## src/rtl/burst_seq_pkg.sv

```systemverilog
// Package: shared types for the burst address sequencer.
// Assumes: nothing beyond IEEE 1800-2017 elaboration.
package burst_seq_pkg;

    // Beat ordering selected by the unregistered order pin.
    typedef enum logic {
        ORD_LINEAR = 1'b0,
        ORD_XOR    = 1'b1
    } order_e;

    // Edge command decoded from the strobes and the step input.
    typedef struct packed {
        logic load;   // capture a new external address
        logic adv;    // move to the next beat
    } seq_cmd_t;

endpackage

```

## src/rtl/burst_cmd_decode.sv

```systemverilog
// Module: burst_cmd_decode
// Turns the two start strobes and the step input into one command.
// A load outranks an advance. Reset masks both.
// Assumes: inputs are synchronous to the clock of the consuming registers.
module burst_cmd_decode
    import burst_seq_pkg::*;
(
    input  logic     rst_n,
    input  logic     start_a,
    input  logic     start_b,
    input  logic     step,
    output seq_cmd_t cmd
);

    // Purpose: merge strobes, give loads priority, mask everything in reset.
    always_comb begin
        cmd.load = rst_n & (start_a | start_b);
        cmd.adv  = rst_n & step & ~(start_a | start_b);
    end

    // load and advance are never issued together
    always_comb begin
        assert_cmd_exclusive_R8: assert (!(cmd.load && cmd.adv));
    end

endmodule

```

## src/rtl/burst_origin_reg.sv

```systemverilog
// Module: burst_origin_reg
// Holds the row bits and the start offset of the current burst.
// Both are captured on a load and kept until the next load.
// Assumes: ADDR_W > OFS_W.
module burst_origin_reg #(
    parameter int ADDR_W = 17,
    parameter int OFS_W  = 2
) (
    input  logic                    clk,
    input  logic                    rst_n,
    input  logic                    load,
    input  logic [ADDR_W-1:0]       addr_in,
    output logic [ADDR_W-OFS_W-1:0] row_q,
    output logic [OFS_W-1:0]        start_q
);

    // Purpose: capture the burst origin on load, clear on reset.
    always_ff @(posedge clk) begin
        if (!rst_n) begin
            row_q   <= '0;
            start_q <= '0;
        end else if (load) begin
            row_q   <= addr_in[ADDR_W-1:OFS_W];
            start_q <= addr_in[OFS_W-1:0];
        end
    end

    // the row bits do not move between loads
    assert_row_fixed_R3: assert property (@(posedge clk) disable iff (!rst_n)
        !load |=> $stable(row_q));

    // a load captures the external address
    assert_origin_load_R2: assert property (@(posedge clk) disable iff (!rst_n)
        load |=> (row_q == $past(addr_in[ADDR_W-1:OFS_W])) && (start_q == $past(addr_in[OFS_W-1:0])));

endmodule

```

## src/rtl/burst_beat_ctr.sv

```systemverilog
// Module: burst_beat_ctr
// Counts the beats of a burst. A load clears it and an advance
// increments it, wrapping within CNT_W bits.
// Assumes: load and adv arrive already prioritised.
module burst_beat_ctr #(
    parameter int CNT_W = 2
) (
    input  logic             clk,
    input  logic             rst_n,
    input  logic             load,
    input  logic             adv,
    output logic [CNT_W-1:0] beat_q
);

    localparam logic [CNT_W-1:0] ONE = {{(CNT_W-1){1'b0}}, 1'b1};

    // Purpose: clear on reset or load, step on advance, else hold.
    always_ff @(posedge clk) begin
        if (!rst_n || load) begin
            beat_q <= '0;
        end else if (adv) begin
            beat_q <= beat_q + ONE;
        end
    end

    // with neither load nor advance the beat count holds
    assert_beat_hold_R6: assert property (@(posedge clk) disable iff (!rst_n)
        (!load && !adv) |=> $stable(beat_q));

    // an advance moves exactly one beat
    assert_beat_step_R6: assert property (@(posedge clk) disable iff (!rst_n)
        (!load && adv) |=> (beat_q == $past(beat_q) + ONE));

    // the last beat wraps to zero
    assert_beat_wrap_R7: assert property (@(posedge clk) disable iff (!rst_n)
        (!load && adv && (beat_q == {CNT_W{1'b1}})) |=> (beat_q == '0));

    // a load restarts the count even if advance is present
    assert_load_restart_R8: assert property (@(posedge clk) disable iff (!rst_n)
        load |=> (beat_q == '0));

endmodule

```

## src/rtl/burst_order_map.sv

```systemverilog
// Module: burst_order_map
// Maps start offset and beat count to the low address bits.
// Linear mode adds them modulo 2**W. Interleaved mode XORs them.
// Purely combinational, so the order pin acts within the cycle.
// Assumes: start and beat have the same width W.
module burst_order_map
    import burst_seq_pkg::*;
#(
    parameter int W = 2
) (
    input  order_e         mode,
    input  logic [W-1:0]   start,
    input  logic [W-1:0]   beat,
    output logic [W-1:0]   low
);

    logic [W-1:0] lin_pos;
    logic [W-1:0] xor_pos;

    // Purpose: linear position, start plus beat, truncated to W bits.
    always_comb begin
        lin_pos = start + beat;
    end

    // Purpose: interleaved position, built bit by bit.
    for (genvar i = 0; i < W; i++) begin : g_xor_bit
        assign xor_pos[i] = start[i] ^ beat[i];
    end

    // Purpose: pick the ordering named by the mode pin.
    always_comb begin
        low = (mode == ORD_XOR) ? xor_pos : lin_pos;
    end

    // beat 0 always lands on the start offset in either mode
    always_comb begin
        if (beat == '0) begin
            assert_first_beat_R4: assert (low == start);
        end
    end

endmodule

```

## src/rtl/burst_addr_seq.sv

```systemverilog
// Module: burst_addr_seq (top)
// Generates the word address for a 4-beat synchronous burst memory.
// Strobes, step and address are registered on the rising edge.
// The order pin is combinational.
// Assumes: one clock; a synchronous active-low reset.
module burst_addr_seq
    import burst_seq_pkg::*;
#(
    parameter int ADDR_W = 17,
    parameter int CNT_W  = 2
) (
    input  logic              clk,
    input  logic              rst_n,
    input  logic              start_a,
    input  logic              start_b,
    input  logic              step,
    input  logic              order_sel,
    input  logic [ADDR_W-1:0] addr_in,
    output logic [ADDR_W-1:0] mem_addr
);

    localparam int ROW_W = ADDR_W - CNT_W;

    seq_cmd_t         cmd;
    logic [ROW_W-1:0] row_q;
    logic [CNT_W-1:0] start_q;
    logic [CNT_W-1:0] beat_q;
    logic [CNT_W-1:0] low_bits;
    order_e           mode;

    // Purpose: present the raw order pin as the ordering type.
    always_comb begin
        mode = order_e'(order_sel);
    end

    burst_cmd_decode u_dec (
        .rst_n   (rst_n),
        .start_a (start_a),
        .start_b (start_b),
        .step    (step),
        .cmd     (cmd)
    );

    burst_origin_reg #(.ADDR_W(ADDR_W), .OFS_W(CNT_W)) u_origin (
        .clk     (clk),
        .rst_n   (rst_n),
        .load    (cmd.load),
        .addr_in (addr_in),
        .row_q   (row_q),
        .start_q (start_q)
    );

    burst_beat_ctr #(.CNT_W(CNT_W)) u_beat (
        .clk    (clk),
        .rst_n  (rst_n),
        .load   (cmd.load),
        .adv    (cmd.adv),
        .beat_q (beat_q)
    );

    burst_order_map #(.W(CNT_W)) u_map (
        .mode  (mode),
        .start (start_q),
        .beat  (beat_q),
        .low   (low_bits)
    );

    // Purpose: join the fixed row and the ordered low bits.
    always_comb begin
        mem_addr = {row_q, low_bits};
    end

    // after either strobe the output equals the sampled address
    assert_load_addr_R2: assert property (@(posedge clk) disable iff (!rst_n)
        (start_a || start_b) |=> (mem_addr == $past(addr_in)));

    // reset leaves address zero at the next edge
    assert_reset_zero_R1: assert property (@(posedge clk)
        !rst_n |=> (mem_addr == '0));

endmodule

```

## config.mk

```make
export PLATFORM = sky130hd
export DESIGN_NAME = burst_addr_seq
export DESIGN_NICKNAME = d
export VERILOG_FILES = /design/src/rtl/burst_seq_pkg.sv /design/src/rtl/burst_cmd_decode.sv /design/src/rtl/burst_origin_reg.sv /design/src/rtl/burst_beat_ctr.sv /design/src/rtl/burst_order_map.sv /design/src/rtl/burst_addr_seq.sv
export SDC_FILE = /design/constraint.sdc
export NUM_CORES = 1
export LEC_CHECK = 0
export BUFFER_PORTS_ARGS = -buffer_cell sky130_fd_sc_hd__buf_4
export CAP_MARGIN = 10
export CELL_PAD_IN_SITES_DETAIL_PLACEMENT = 0
export CELL_PAD_IN_SITES_GLOBAL_PLACEMENT = 1
export CORE_MARGIN = 5
export CORE_UTILIZATION = 34
export CTS_BUF_LIST = sky130_fd_sc_hd__clkbuf_8
export CTS_CLUSTER_SIZE = 28
export DETAILED_ROUTE_END_ITERATION = 7
export PLACE_DENSITY = 0.85
export SLEW_MARGIN = 20
export SYNTH_ARGS = -nofsm -noshare
export SYNTH_HDL_FRONTEND = slang
export SYNTH_SLANG_ARGS = --single-unit
```

## constraint.sdc

```tcl
create_clock -name clk -period 1.17 [get_ports clk]
set_clock_uncertainty 0.05 [all_clocks]
set_input_delay 0.0585 -clock clk [delete_from_list [all_inputs] [get_ports clk]]
set_output_delay 0.0585 -clock clk [all_outputs]
set_load 0.02 [all_outputs]
```

* After elaboration in Yosys (flattened, before gate mapping)
Index checks and enable logic that the tools add are counted.
** Cells by class
- Add/sub/neg operators :: 2
- Multiply operators :: 0
- Div/mod/pow operators :: 0
- Magnitude comparators :: 0
- Equality and inequality tests :: 0
- Shift-type cells :: 0
- Mux-type cells :: 1
- Bitwise operators :: 7
- Reductions and logical operators :: 2
** Operator list (count)
- $and A1 B1 Y1 :: 3
- $add A2 B1 Y2 const B :: 1
- $add A2 B2 Y2 :: 1
- $mux W2 :: 1
- $xor A1 B1 Y1 :: 2
- $logic_not A1 Y1 :: 1
- $logic_or A1 B1 Y1 :: 1
- $not A1 Y1 :: 1
- $or A1 B1 Y1 :: 1
** Storage, ports and cells
- Register bits after elaboration :: 19
- Bits in latches :: 0
- RAM bits :: 0
- ROM bits :: 0
- Input port bits :: 23
- Output and inout bits :: 17
- Word-level logic and storage cells :: 15
- Memories :: 0

* Depth between registers and ports, before layout
Gate-level depths: netlist (run 1).
- Depth in word-level cells :: 3
- Gate-level depth with buffers :: 3
- Depth with buffers taken out :: 3

* Cells and area by module
A second synthesis (run 1) with hierarchy kept.
** Second synthesis, totals
- Cell total of the unflattened synthesis :: 68
- Area total of the unflattened synthesis :: 793.3 um2
** By module, submodules not included
- burst_origin_reg :: instances 1, cells each 54, area an instance 651.9 um2
- burst_beat_ctr :: instances 1, cells each 8, area an instance 85.1 um2
- burst_order_map :: instances 1, cells each 4, area an instance 36.3 um2
- burst_cmd_decode :: instances 1, cells each 2, area an instance 20.0 um2

* Worst setup path after synthesis (run 1)
OpenSTA, ideal clock, no wires.
- Path type :: register -> output
- Start point :: register u_beat.beat_q[0]
- End point :: output mem_addr[1]
- Arrival time :: 0.984 ns
- Required time :: 1.062 ns
- Path slack :: 0.077 ns
- Stages on the path, launching flop included :: 4
- Cells stage by stage :: dfxtp_1 -> ha_1 -> nor2b_1 -> xnor2_1
** Between the ends
- Longest elaborated chain between the ends :: 2
** RTL lines
- from (decl) :: RTL line burst_beat_ctr.sv:12 : output logic [CNT_W-1:0] beat_q
- from (signal assigned) :: RTL line burst_beat_ctr.sv:22 : beat_q <= beat_q + ONE;
- $add A2 B2 Y2 :: RTL line burst_order_map.sv:22 : lin_pos = start + beat;
- $mux W2 :: RTL line burst_order_map.sv:32 : low = (mode == ORD_XOR) ? xor_pos : lin_pos;
- to (decl) :: RTL line burst_addr_seq.sv:19 : output logic [ADDR_W-1:0] mem_addr
Every way passes these cells.

* Final worst setup path (run 1)
Same ends and word-level chain as after synthesis.

==> flow_summary.ini, run 1 <==
[min_path]
hold_start = addr_in[5]
min_path_cells = 3
min_path_type = input port to flip-flop
min_to = u_origin.row_q[3]

[critical_path]
path_cells = ha_2 -> nor2b_4 -> xnor2_1 -> buf_4
worstPathRequired_ns = 1.06
r2r_end = u_origin.start_q[0]
crit_family = flip-flops
max_stage_delay_ns = 0.32
critPathMaxFanout = 2
r2r_setup_slack_ns = 0.19
ff2ff_path_depth = 2
worstPathArrival_ns = 1.13
crit_path_top_delay_cell = dfxtp_2
start_kind = flip-flop
crit_buf_inv = 1
worstSetupPathType = flip-flop to output pin
crit_path_end_kind = output pin
r2r-start = u_origin.start_q[0]

[cells_and_area]
drive_gt1_share_pct = 37.9
syn_to_final_growth_pct = 40.5
fin_cells = 154
fill_cells = 237
nets = 149
insertedDiodeCount = 0

[logic_synthesis]
async_flop_share_pct = 0
ys_seq_elements = 19
yosysTopAreaCell = dfxtp_1
synth_edf_count = 0
synth_top_flop_cell = dfxtp_1
ys_types = 16
avgSynthCellArea_um2 = 9.97
synth_area_leaders = dfxtp_1, or3b_1, a21boi_1
synth.most_common_cell = dfxtp_1
ys_seq_area_share_pct = 43.9
synth_top_area_share_pct = 43.9
netlist_area_um2 = 867
synthTopCellsByCount = dfxtp_1, o21ai_0, or3b_1
synthCells = 87
yosysWarnings = 0
syn_nets = 111

[global_route]
first_global_vias = 801
track_usage_pct = 12.3
grt_pass1_wl_um = 3400
antenna_found_initial = 0
grt_max_degree = 36
gr-total-overflow = 0

[sta]
setup_violations = 1
fin_crit_ns = 1.24
hold_viol = 0
period_share_pct = 106
fin_ws_ns = -0.0689
fin_tns_setup_ns = -0.0689
slew_viol_final = 0
max_slew_margin_pct = 81.9
rsz0062_at_grt = yes
tightest_slew_ns = 0.271
fmax_mhz = 807

[drt]
dr.pass1.iters = 2
initialDrtViolationCount = 4
avgViaCountPerCell = 5.11
vias = 787
drc = 0
ant_nets = 0
wl_um = 2070
post_drt_wl_per_cell_um = 13.4

[clock_tree]
cts_tree = built
clk_latency_ns = 0.24
clk_pin_slew_ns = 0.07
clkSinkCount = 19
cts_buffers = 3
clk_path_buf_depth = 2
h-tree-depth = 1
ctsHoldBuffers = 0
clockRootBuffer = clkbuf_8

[pwr]
power_density_nw_per_um2 = 1150
ir_drop_mv = 0.618
p_leak_nw = 0.527

[flow_run]
maxCapViolCount = 0

[floorplanning]
die_w_um = 60.5
ios = 40
rows = 18
core-area_um2 = 2450
start_util_pct = 35.3
die-area_um2 = 3660
die_h_um = 60.5

[placed_design]
place.port_buffers = 39
place_inst = 149
place_congestion = 0.700
hpwlAfterDp_um = 1410

[status]
status = complete, but fails checks
violations = setup timing
[sequential cells by signal (all words and copies together) (netlist names)]
signal	flops
u_beat.beat_q	2
u_origin.row_q	15
u_origin.start_q	2
[area by class of cell]
type,count,area [um2],area share [%]
Clock buffer,3,41.3,3.39
Clock inverter,1,3.75,0.308
Multi-Input combinational cell,61,453,37.2
Sequential cell,19,383,31.4
Tap cell,30,37.5,3.08
Timing Repair Buffer,40,300,24.6
[placed cells by master (no fill, tap or decap)]
cell / instances
a21boi_1: 12
xnor2_1: 2
ha_2: 1
o21ai_0: 17
and3b_1: 1
dfxtp_1: 17
buf_4: 40
nor2_1: 1
dfxtp_2: 2
a21boi_0: 6
and3_1: 1
clkbuf_8: 3
or3b_1: 17
o211a_1: 1
xor2_1: 1
nor2b_4: 1
inv_1: 1
[per-stage QoR]
step	hold WS, ns	power [mW]	cell area (um2)	setup slack (ns)	util (%)
final	0.0260	1.41	1220	-0.0689	49.6
after global routing	0.0234	1.49	1220	-0.106	49.6
after CTS	0.0209	1.43	1220	-0.0929	49.6
after detailed placement	0.293	0.982	1150	0.124	47.0
after global placement	0.287	0.975	1150	0.140	47.0
after floorplan	0.162	0.853	867	0.0773	-
[worst max-delay path by stage]
stage	from	end	slack [ns]	depth (start not counted)
finish	u_beat.beat_q[0]	mem_addr[1]	-0.07	4
global route	u_beat.beat_q[0]	mem_addr[1]	-0.11	4
detailed placement	u_beat.beat_q[0]	mem_addr[1]	0.12	4
floorplan	u_beat.beat_q[0]	mem_addr[1]	0.08	3
global placement	u_beat.beat_q[0]	mem_addr[1]	0.14	4
CTS	u_beat.beat_q[0]	mem_addr[1]	-0.09	4
[per-layer routing]
| layer | vias to the layer above | GRT usage, % | wire length [um] |
|---|---|---|---|
| met5 | - | 0 | 0 |
| met4 | 0 | 5.57 | 12 |
| met3 | 2 | 4.89 | 255 |
| met2 | 28 | 20.5 | 927 |
| met1 | 366 | 13.9 | 869 |
| li1 | 391 | - | - |
[timing repair]
item                                    in CTS  in global routing
pin swaps                                    2                  1
resized for setup                            5                  0
endpoints found under the setup margin       1                  1
buffers inserted                             1                  0
[power breakdown]
part           switching (mW)  internal [mW]  total, mW
clock                   0.206          0.233      0.438
combinational           0.130          0.137      0.266
sequential             0.0181          0.685      0.703
total                   0.353           1.05       1.41
[logic make-up after synthesis]
kind of cell | synth area share [%]
xor gates and xnor gates | 3.03
adders and majority gates | 1.44
and+or+nand+nor | 20.1
buffers and inverters | 5.05
DFF | 43.9
AOI/OAI and AO/OA | 26.6
[worst register-to-register path: stages, from the launching register on]
cell	delay (ns)
dfxtp_2	0.33
or3b_1	0.34
a21boi_1	0.18
Power figures use the tool's default switching activity.
==> run 2, diff against run 1 <==
==> constraint.sdc (replaced) <==
create_clock -name clk -period 1.17 [get_ports clk]
set_clock_uncertainty 0.05 [all_clocks]
set_input_delay 0.351 -clock clk [delete_from_list [all_inputs] [get_ports clk]]
set_output_delay 0.351 -clock clk [all_outputs]
set_load 0.02 [all_outputs]
==> run 2 against run 1 <==
The flow still finishes with violations (setup timing). Critical path depth unchanged. Clock-buffer cell count stayed put. Largest cell class unchanged. Non-clock buffer count up 2. Worst hold slack improved by 0.28 ns. Global-route usage shrank 0.84 points. Power is 2.2% higher. Largest power group unchanged. Sequential power barely moved.
==> flow_summary.ini, run 2 (synthesis results as in run 1) <==
[critical_path]
r2r_end = u_beat.beat_q[1]
crit_buf_inv = 1
path_cells = ha_4 -> nor2b_4 -> xnor2_4 -> buf_6
critPathMaxFanout = 2
ff2ff_path_depth = 3
crit_path_top_delay_cell = dfxtp_2
worstPathArrival_ns = 1.16
crit_family = flip-flops
r2r-start = u_beat.beat_q[1]
max_stage_delay_ns = 0.36
r2r_setup_slack_ns = 0.16
worstPathRequired_ns = 0.77
crit_path_end_kind = output pin
start_kind = flip-flop
cp_num_cells = 4
worstSetupPathType = flip-flop to output pin

[floorplanning]
ios = 40
rows = 18
die-area_um2 = 3660
die_h_um = 60.5
start_util_pct = 35.3
core-area_um2 = 2450
die_w_um = 60.5

[cells_and_area]
insertedDiodeCount = 0
nets = 151
reg_top3 = u_origin.row_q (15), u_beat.beat_q (2), u_origin.start_q (2)
largest_reg_flops = 15
drive_gt1_share_pct = 44.4
regMostFlops = u_origin.row_q
final_common_cell = buf_4
syn_to_final_growth_pct = 48.1
final_cell_mix = buf_4, or3b_1, o21ai_0
fin_util_pct = 52.3

[min_path]
min_path_cells = 3
min_path_type = input port to flip-flop
hold_start = addr_in[15]
min_to = u_origin.row_q[13]

[status]
violations = setup timing
status = complete, but fails checks

[drt]
initialDrtViolationCount = 5
drc = 0
vias = 775
post_drt_wl_per_cell_um = 12.9
wl_um = 2020
avgViaCountPerCell = 4.97
ant_nets = 0
dr.pass1.iters = 2

[pwr]
power_density_nw_per_um2 = 1120
ir_drop_mv = 0.629
clkPwrFrac_pct = 31.5
power_frac_comb_pct = 19.5
p_sw_mw = 0.366
seqPwrFrac_pct = 49.1
p_leak_nw = 0.550
p_int_mw = 1.07
swShare_pct = 25.5

[sta]
setup_violations = 2
slew_viol_final = 0
fmax_mhz = 639
hold_viol = 0
fin_tns_setup_ns = -0.576
rsz0062_at_grt = yes
max_slew_margin_pct = 81.6
fin_ws_ns = -0.394
fin_crit_ns = 1.56
tightest_slew_ns = 0.274
period_share_pct = 134

[clock_tree]
ctsHoldBuffers = 0
clk_pin_slew_ns = 0.07
cts_tree = built
cts_buffers = 3
clk_latency_ns = 0.25
h-tree-depth = 1
clk_path_buf_depth = 2
clockRootBuffer = clkbuf_8
clkSinkCount = 19

[global_route]
first_global_vias = 741
antenna_found_initial = 0
track_usage_pct = 11.5
grt_max_degree = 36
gr-total-overflow = 0
grt_pass1_wl_um = 3130

[flow_run]
maxCapViolCount = 0

[placed_design]
hpwlAfterDp_um = 1400
place_congestion = 0.677
place.port_buffers = 39
## run 2: changes by cell type in the layout (fill, tap and decap cells not counted), moves of 2 or more
cell / before / now
buf_6: 0 / 2
dfxtp_1: 17 / 13
dfxtp_2: 2 / 6
xnor2_1: 2 / 0
## run 2: timing repair
action	CTS	global route
endpoints found under the setup margin	2	6
resized for setup	4	4
buffers inserted	0	0
pin swaps	1	0
## run 2: tightest hold or removal path, cell delays in order
cell and delay, ns:
buf_4 0.10, o21ai_0 0.06, a21boi_1 0.06
## run 2: layout make-up
| type | count | area (um2) |
|---|---|---|
| multi-input combinational | 61 | 489 |
| sequential | 19 | 388 |
| timing repair buffer | 42 | 323 |
| tap | 30 | 37.5 |
| fill | 232 | 1170 |
| clock inverter | 1 | 5.00 |
| clock buffer | 3 | 41.3 |
## run 2: power by group through the flow
stage	logic, mW	clock network (mW)	registers [mW]
after floorplan	0.108	0	0.754
after global placement	0.274	0	0.715
after detailed placement	0.278	0	0.717
after CTS	0.285	0.474	0.705
after global routing	0.305	0.502	0.710
final	0.280	0.452	0.706
## run 2: worst max path at each step
stage	from	end	slack (ns)
after CTS	u_origin.start_q[0]	mem_addr[1]	-0.41
after floorplan	u_beat.beat_q[0]	mem_addr[1]	-0.04
after global routing	u_origin.start_q[0]	mem_addr[1]	-0.44
after global placement	u_origin.start_q[0]	mem_addr[1]	-0.14
after detailed placement	u_origin.start_q[0]	mem_addr[1]	-0.17
final	u_origin.start_q[0]	mem_addr[1]	-0.39
## run 2: stage by stage
step	instance area (um2)	hold WS (ns)	setup slack, ns	std cells	total power, mW
global route	1280	0.309	-0.440	156	1.52
finish	1280	0.306	-0.394	156	1.44
floorplan	905	0.454	-0.0449	87	0.862
CTS	1280	0.307	-0.415	156	1.46
global placement	1210	0.488	-0.141	152	0.989
detailed placement	1210	0.493	-0.172	152	0.995
## run 2: metal layers
layer	part of all wire [%]	up-vias	GRT usage, %
met5	0	-	0
met1	40	357	13.3
li1	-	395	-
met2	52	21	19.4
met3	7.5	2	3.19
met4	0.79	0	5.57
==> run 3, diff against run 2 <==
Settings changed: PLACE_DENSITY 0.85 to unset, PLACE_DENSITY_LB_ADDON set to 0.1.
==> run 3 against run 2 <==
The run still ends with setup timing left. Clock-buffer cell count is the same. Critical path depth unchanged. Flip-flop and latch count unchanged. Sequential share of layout area down 0.24 points. Setup slack lost 0.013 ns. Utilization grew 0.25 points. Critical path type unchanged. Critical endpoint unchanged. Largest power group unchanged. Highest routed layer unchanged.
==> flow_summary.ini, run 3 (synthesis results as in run 1) <==
[sta]
setup_violations = 2
fin_crit_ns = 1.58
fmax_mhz = 634
hold_viol = 0
max_slew_margin_pct = 82.3
fin_ws_ns = -0.407
tightest_slew_ns = 0.266
slew_viol_final = 0
rsz0062_at_grt = yes
period_share_pct = 135

[drt]
wl_um = 2060
ant_nets = 0
avgViaCountPerCell = 4.91
dr.pass1.iters = 3
post_drt_wl_per_cell_um = 13.1
drc = 0
initialDrtViolationCount = 12
vias = 771

[min_path]
min_path_type = input port to flip-flop
hold_start = addr_in[14]
min_path_cells = 3
min_to = u_origin.row_q[12]

[critical_path]
worstSetupPathType = flip-flop to output pin
r2r_end = u_beat.beat_q[1]
critPathMaxFanout = 2
crit_path_end_kind = output pin
r2r-start = u_beat.beat_q[1]
start_kind = flip-flop
worstPathRequired_ns = 0.77
max_stage_delay_ns = 0.35
ff2ff_path_depth = 3
crit_path_top_delay_cell = dfxtp_2
worstPathArrival_ns = 1.18
path_cells = ha_4 -> nor2b_4 -> xnor2_4 -> buf_6
r2r_setup_slack_ns = 0.16

[clock_tree]
clk_latency_ns = 0.25
clk_path_buf_depth = 2
clockRootBuffer = clkbuf_8
cts_tree = built
cts_setup_buffers = 0
clkSinkCount = 19
h-tree-depth = 1
cts_buffers = 3
clk_pin_slew_ns = 0.07

[placed_design]
hpwlAfterDp_um = 1390
place_inst = 153
place_congestion = 0.602
place.port_buffers = 39

[floorplanning]
rows = 18
ios = 40
die_h_um = 60.5
die_w_um = 60.5
core-area_um2 = 2450
die-area_um2 = 3660
start_util_pct = 35.3

[pwr]
ir_drop_mv = 0.607
p_leak_nw = 0.556
power_density_nw_per_um2 = 1120

[cells_and_area]
fin_util_pct = 52.5
fin_cells = 157
final_common_cell = buf_4
largest_reg_flops = 15
insertedDiodeCount = 0
nets = 152
reg_top3 = u_origin.row_q (15), u_beat.beat_q (2), u_origin.start_q (2)
drive_gt1_share_pct = 44.1
regMostFlops = u_origin.row_q
final_cell_mix = buf_4, or3b_1, o21ai_0
syn_to_final_growth_pct = 48.8

[global_route]
track_usage_pct = 12.5
gr-total-overflow = 0
grt_max_degree = 35
antenna_found_initial = 0
grt_pass1_wl_um = 3430
first_global_vias = 788

[status]
status = complete, but fails checks
violations = setup timing

[flow_run]
maxCapViolCount = 0
[run 3: through the flow]
stage          total power, mW  TNS, ns  hold WS, ns  instance area [um2]  worst slack [ns]
2_1_floorplan            0.862  -0.0449        0.454                  905           -0.0449
3_3_place_gp             0.992   -0.389        0.486                 1220            -0.149
3_5_place_dp             0.999   -0.706        0.489                 1220            -0.188
4_1_cts                   1.48   -0.617        0.308                 1290            -0.421
5_1_grt                   1.53   -0.667        0.324                 1290            -0.451
6_report                  1.45   -0.596        0.314                 1290            -0.407
[run 3: how the worst max path moves through the flow]
stage	to	from	slack, ns	cells after the start
finish	mem_addr[1]	u_origin.start_q[0]	-0.41	4
global route	mem_addr[1]	u_origin.start_q[0]	-0.45	4
CTS	mem_addr[1]	u_beat.beat_q[0]	-0.42	4
detailed placement	mem_addr[1]	u_origin.start_q[0]	-0.19	4
global placement	mem_addr[1]	u_origin.start_q[0]	-0.15	4
floorplan	mem_addr[1]	u_beat.beat_q[0]	-0.04	3
[run 3: final cells by class]
class	count	area, um2
Multi-Input combinational cell	61	489
Fill cell	226	1160
Clock inverter	1	5.00
Sequential cell	19	387
Tap cell	30	37.5
Clock buffer	3	41.3
Timing Repair Buffer	43	330
[run 3: layer usage]
metal / up-vias / global-route usage (%) / share of wire [%] / wire [um]
li1: 393 / - / - / -
met1: 352 / 14.6 / 42 / 876
met2: 24 / 22.1 / 49 / 1020
met3: 2 / 3.19 / 7.6 / 156
met4: 0 / 4.64 / 0.63 / 13
met5: - / 0 / 0 / 0
[run 3: power breakdown]
| group | leakage, nW | switching, mW | internal [mW] | total [mW] |
|---|---|---|---|---|
| Sequential | 0.159 | 0.0191 | 0.686 | 0.705 |
| Combinational | 0.371 | 0.132 | 0.151 | 0.283 |
| Clock | 0.0255 | 0.225 | 0.237 | 0.461 |
| Total | 0.556 | 0.376 | 1.07 | 1.45 |
[run 3: repair_timing]
| item | 4_1_cts | 5_1_grt |
|---|---|---|
| cloned | 0 | 0 |
| endpoints found under the setup margin | 2 | 5 |
| pin swaps | 2 | 2 |
| gates resized for setup | 4 | 3 |
| hold buffers | 0 | 0 |
[run 3: critical path: cells and delay by family (launching register included)]
| family | cells | cell delay, ns |
|---|---|---|
| buffers and inverters | 1 | 0.13 |
| DFF | 1 | 0.35 |
| adders and majority gates | 1 | 0.13 |
| and+or+nand+nor | 1 | 0.18 |
| xor gates and xnor gates | 1 | 0.13 |
